--- src/rtl/pcx_pkg.sv ---
package pcx_pkg;

  // Bus-side events that refresh the reference and drop the interrupt
  typedef struct packed {
    logic addr_ack_rd;
    logic port_rd;
    logic data_ack_wr;
    logic port_wr;
  } pcx_evt_t;

  // Number of fields in pcx_evt_t
  localparam int unsigned PCX_EVT_N = 4;

endpackage

--- src/rtl/pcx_sync.sv ---
module pcx_sync #(
  parameter int unsigned PORT_W      = 8,
  parameter int unsigned SYNC_STAGES = 2
) (
  input  logic              clk,
  input  logic              rst,
  input  logic [PORT_W-1:0] raw_i,
  output logic [PORT_W-1:0] sync_o
);

  localparam logic [PORT_W-1:0] IDLE_LVL = {PORT_W{1'b1}};

  logic [PORT_W-1:0] stg [SYNC_STAGES];

  // Stage chain: the first stage takes the raw pins, the others shift
  for (genvar s = 0; s < SYNC_STAGES; s++) begin : g_stage
    if (s == 0) begin : g_first
      always_ff @(posedge clk) begin
        if (rst) stg[s] <= IDLE_LVL;
        else     stg[s] <= raw_i;
      end
    end else begin : g_next
      always_ff @(posedge clk) begin
        if (rst) stg[s] <= IDLE_LVL;
        else     stg[s] <= stg[s-1];
      end
    end
  end

  assign sync_o = stg[SYNC_STAGES-1];

endmodule

--- src/rtl/pcx_clr_sel.sv ---
module pcx_clr_sel #(
  parameter bit CLR_ON_DATA_ACK = 1'b1
) (
  input  pcx_pkg::pcx_evt_t evt_i,
  output logic              clr_o
);

  // The parameter decides whether the write data acknowledge counts as a clear
  if (CLR_ON_DATA_ACK) begin : g_with_ack
    assign clr_o = evt_i.addr_ack_rd | evt_i.port_rd
                 | evt_i.data_ack_wr | evt_i.port_wr;
  end else begin : g_no_ack
    logic unused_ack;
    assign unused_ack = evt_i.data_ack_wr;
    assign clr_o = evt_i.addr_ack_rd | evt_i.port_rd | evt_i.port_wr;
  end

endmodule

--- src/rtl/pcx_port_latch.sv ---
module pcx_port_latch #(
  parameter int unsigned PORT_W = 8
) (
  input  logic              clk,
  input  logic              rst,
  input  logic              load_i,
  input  logic [PORT_W-1:0] data_i,
  output logic [PORT_W-1:0] latch_o,
  output logic [PORT_W-1:0] pullup_o
);

  localparam logic [PORT_W-1:0] POR_VAL = {PORT_W{1'b1}};

  logic [PORT_W-1:0] latch_q;
  logic [PORT_W-1:0] pullup_q;

  always_ff @(posedge clk) begin
    if (rst) begin
      latch_q  <= POR_VAL;
      pullup_q <= POR_VAL;
    end else if (load_i) begin
      latch_q  <= data_i;
      pullup_q <= data_i;   // a 1 in the latch is a weakly pulled-up input
    end
  end

  assign latch_o  = latch_q;
  assign pullup_o = pullup_q;

endmodule

--- src/rtl/pcx_ref_irq.sv ---
module pcx_ref_irq #(
  parameter int unsigned PORT_W = 8
) (
  input  logic              clk,
  input  logic              rst,
  input  logic              clr_i,
  input  logic [PORT_W-1:0] pins_i,
  output logic              irq_o
);

  localparam logic [PORT_W-1:0] POR_VAL = {PORT_W{1'b1}};

  logic [PORT_W-1:0] ref_q;
  logic [PORT_W-1:0] diff;
  logic              irq_q;

  assign diff = pins_i ^ ref_q;

  // The reference takes the current pins on every clear event
  always_ff @(posedge clk) begin
    if (rst)        ref_q <= POR_VAL;
    else if (clr_i) ref_q <= pins_i;
  end

  // A clear wins over a mismatch seen in the same cycle
  always_ff @(posedge clk) begin
    if (rst)        irq_q <= 1'b0;
    else if (clr_i) irq_q <= 1'b0;
    else            irq_q <= |diff;
  end

  assign irq_o = irq_q;

endmodule

--- src/rtl/pcx_irq_top.sv ---
module pcx_irq_top #(
  parameter int unsigned PORT_W          = 8,
  parameter int unsigned SYNC_STAGES     = 2,
  parameter bit          CLR_ON_DATA_ACK = 1'b1
) (
  input  logic              clk,
  input  logic              rst,
  input  logic [PORT_W-1:0] pins_i,
  input  logic              rd_addr_ack,
  input  logic              rd_port,
  input  logic              wr_data_ack,
  input  logic              wr_port,
  input  logic [PORT_W-1:0] wr_data,
  output logic [PORT_W-1:0] port_q,
  output logic [PORT_W-1:0] pullup_en,
  output logic              irq_oe,
  output logic              irq_lvl
);

  pcx_pkg::pcx_evt_t evt;
  logic              clr;
  logic [PORT_W-1:0] pins_s;

  assign evt.addr_ack_rd = rd_addr_ack;
  assign evt.port_rd     = rd_port;
  assign evt.data_ack_wr = wr_data_ack;
  assign evt.port_wr     = wr_port;

  pcx_sync #(.PORT_W(PORT_W), .SYNC_STAGES(SYNC_STAGES)) u_sync (
    .clk    (clk),
    .rst    (rst),
    .raw_i  (pins_i),
    .sync_o (pins_s)
  );

  pcx_clr_sel #(.CLR_ON_DATA_ACK(CLR_ON_DATA_ACK)) u_clr (
    .evt_i (evt),
    .clr_o (clr)
  );

  pcx_port_latch #(.PORT_W(PORT_W)) u_latch (
    .clk      (clk),
    .rst      (rst),
    .load_i   (wr_port),
    .data_i   (wr_data),
    .latch_o  (port_q),
    .pullup_o (pullup_en)
  );

  pcx_ref_irq #(.PORT_W(PORT_W)) u_irq (
    .clk    (clk),
    .rst    (rst),
    .clr_i  (clr),
    .pins_i (pins_s),
    .irq_o  (irq_oe)
  );

  // Open-drain: the pin only ever pulls low or floats
  assign irq_lvl = 1'b0;

endmodule

--- config.mk ---
export PLATFORM = sky130hd
export DESIGN_NAME = pcx_irq_top
export DESIGN_NICKNAME = d
export VERILOG_FILES = /design/src/rtl/pcx_pkg.sv /design/src/rtl/pcx_sync.sv /design/src/rtl/pcx_clr_sel.sv /design/src/rtl/pcx_port_latch.sv /design/src/rtl/pcx_ref_irq.sv /design/src/rtl/pcx_irq_top.sv
export SDC_FILE = /design/constraint.sdc
export NUM_CORES = 1
export LEC_CHECK = 0
export ABC_AREA = 1
export BUFFER_PORTS_ARGS = -buffer_cell sky130_fd_sc_hd__buf_4
export CAP_MARGIN = 20
export CORE_MARGIN = 8
export CORE_UTILIZATION = 49
export CTS_CLUSTER_SIZE = 12
export DETAILED_ROUTE_END_ITERATION = 10
export PLACE_DENSITY = 0.77
export SYNTH_ARGS = -nofsm -noshare
export SYNTH_HDL_FRONTEND = slang
export SYNTH_SLANG_ARGS = --single-unit
--- constraint.sdc ---
create_clock -name clk -period 1 [get_ports clk]
set_input_delay 0.2 -clock clk [delete_from_list [all_inputs] [get_ports clk]]
set_output_delay 0.2 -clock clk [all_outputs]
set_load 0.005 [all_outputs]
==> flow_summary_export.csv <==
group,metric,value,unit
global_route,grt_max_degree,26,
yosys,synth-seq-area-share,50.9,%
pwr,ir_drop,1320,uV
yosys,yosys.cell_types.count,17,
routing,viasPerCell,4.60,
placed_design,io_buffers,38,
setup_path,worst-path-buf-inv,1,
floorplanning,die_height,67.5,microns
setup_path,r2r-start,"u_sync.stg[1][5]",
worst_hold_path,worstHoldPathType,"in -> reg",
final_layout,antennaDiodeCount,0,
setup_path,critical_path.max_stage_delay,0.37,ns
clocking,cts.htree.levels,2,
yosys,synth-seq-cells,33,
global_route,grt_overflow,0,
worst_hold_path,hold_depth,2,
placed_design,post-place-ws,0.0467,ns
setup_path,reg2reg_slack,0.09,ns
sta,rsz0062_at_grt,"true",
final_layout,final_cells,223,
setup_path,cp.depth,1,
placed_design,dpl-instance-area,1530,sq um
clocking,cts_buffers,5,
outcome,violations,"setup timing",
clocking,clkTransAtPathRegs,0.10,ns
routing,routed_wl,2510,microns
clocking,cts_sinks,33,
floorplanning,dieArea,4550,sq um
setup_path,crit_end,"pullup_en[6]",
clocking,cts_buffer_depth,2,
floorplanning,core-area,2500,sq um
setup_path,crit_start,"u_latch.pullup_o[6]",
floorplanning,die_w,67.5,microns
sta,worst_hold_slack,0.0357,ns
placed_design,place_inst,213,
global_route,grt_pass1_vias,933,
final_layout,fill_cells,202,
clocking,cts_tree,"yes",
sta,hold_viol_final,0,
pwr,cellLeakagePower,0.000910,uW
floorplanning,start_util,51.9,%
routing,ant_nets,0,
setup_path,cpLargestDelayFamily,"flip-flops",
global_route,grt_pass1_wl,3980,microns
sta,setup_violations,9,
floorplanning,io_pins,40,
routing,dr.pass1.iters,4,
pwr,powerDensity,1640,nW/um^2
setup_path,r2r-end,"u_irq.irq_o",
sta,fin_ws,-0.0108,ns
sta,maxSlewViolCount,0,
final_layout,syn_to_final_growth,31.4,%
setup_path,crit_type,"reg -> out",
clocking,insertion_delay,0.33,ns
yosys,netlist_area,1300,sq um
job,cap_violations,0,
sta,max_freq,989,MHz
final_layout,drive_gt1_share,38.3,%
routing,drt-initial-drc-count,52,
setup_path,crit_fanout,3,
setup_path,cpMaxStageDelayCell,"dfxtp_4",
routing,route.detailed.drc,0,
routing,num_vias,1026,
sta,fin_worst_skew,0.00610,ns
placed_design,place_congestion,0.670,
final_layout,final_nets,214,
setup_path,worstPathCellList,"buf_6",
setup_path,cp_data_required_time,0.80,ns
sta,finalCritPeriodShare,101,%
final_layout,fin_area,1710,sq um
yosys,synthCells,157,
yosys,yosys_warnings,0,
routing,wl_per_cell,11.2,microns
floorplanning,rows,18,
yosys,syn_area_per_cell,8.26,sq um
clocking,cts-root-buf,"clkbuf_4",
setup_path,cp-end-kind,"output port",
sta,fin_tns_setup,-0.0448,ns
placed_design,place_hpwl,1850,microns
setup_path,crit_arrival,0.81,ns
yosys,synth_nets,179,
global_route,track_usage,11.6,%
sta,min_period,1.01,ns
outcome,status,"complete, but fails checks",
setup_path,rr_worst_depth,7,
global_route,antenna_found_initial,0,
setup_path,start_kind,"flop",
==> worst min path at each step <==
stage                    from               end
floorplan           pins_i[2]  u_sync.stg[0][2]
global placement    pins_i[4]  u_sync.stg[0][4]
detailed placement  pins_i[6]  u_sync.stg[0][6]
CTS                 pins_i[5]  u_sync.stg[0][5]
global route        pins_i[6]  u_sync.stg[0][6]
finish              pins_i[3]  u_sync.stg[0][3]
==> layout make-up <==
| class | instances | area [sq um] | share of cell area (%) |
|---|---|---|---|
| clock inverters | 2 | 37.5 | 2.20 |
| flip-flops and latches | 33 | 683 | 40.1 |
| clock buffers | 6 | 51.3 | 3.01 |
| inverters | 18 | 67.6 | 3.96 |
| repair buffers | 41 | 360 | 21.1 |
| multi-input cells | 93 | 468 | 27.4 |
| well taps | 30 | 37.5 | 2.20 |
==> logic make-up after synthesis <==
group                  synth area share (%)
flip-flops                             50.9
other                                 0.289
buffers and inverters                  13.0
AND/OR/NAND/NOR                        29.0
AO/OA/AOI/OAI                          6.75
==> routing by layer <==
layer  global-route usage (%)  share of wire (%)  up-vias
met5                        0                  0        -
met4                     4.70                1.4        0
met3                     5.79                6.4        5
met2                     19.8                 53       22
met1                     11.9                 39      461
li1                         -                  -      538
==> per-stage QoR <==
| stage | total power [uW] | utilization (%) |
|---|---|---|
| global placement | 1750 | 61.1 |
| floorplan | 1620 | - |
| global route | 2950 | 68.2 |
| CTS | 2830 | 67.1 |
| finish | 2800 | 68.2 |
| detailed placement | 1760 | 61.1 |
==> power breakdown <==
group          total (uW)  internal [uW]  switching, uW
logic                 338            199            139
clock network        1030            594            441
registers            1430           1380           44.0
==> synthesized netlist by cell type <==
master | instances | share of area [%]
or2_2 | 4 | 1.9
inv_1 | 16 | 4.6
nor2_1 | 6 | 1.7
a21oi_1 | 6 | 2.3
inv_2 | 2 | 0.58
nand3_1 | 9 | 3.5
buf_6 | 2 | 1.7
dfxtp_1 | 33 | 51
a21oi_2 | 2 | 1.4
buf_4 | 10 | 5.8
conb_1 | 1 | 0.29
nor2_8 | 2 | 3.1
nand2_4 | 1 | 0.87
nand2_1 | 42 | 12
or2_1 | 12 | 5.8
clkbuf_1 | 1 | 0.29
o21ai_1 | 8 | 3.1
==> flip-flops by register name, summed over array words and instances, names as in the netlist <==
| name | cells |
|---|---|
| u_irq.ref_q | 8 |
| u_latch.pullup_o | 8 |
| u_sync.stg | 16 |
| u_irq.irq_o | 1 |
==> layout by cell type, fill, tap and decap left out <==
cell type,n
nand3_1,9
clkinvlp_4,1
o21ai_1,8
dfxtp_4,2
inv_1,16
dfxtp_1,19
a21oi_1,6
bufinv_16,1
dfxtp_2,12
buf_4,27
clkbuf_4,5
inv_2,2
clkbuf_8,1
conb_1,1
buf_6,14
a21oi_2,2
or2_1,12
nor2_1,6
or2_2,4
nand2_4,1
nand2_1,42
nor2_8,2
==> repair_timing <==
action	in CTS	in global routing
gates cloned	0	0
hold buffers	0	0
resized for setup	18	12
setup buffers	2	0
setup endpoints to repair	16	18
No activity file was read; power rests on OpenSTA's default activity.
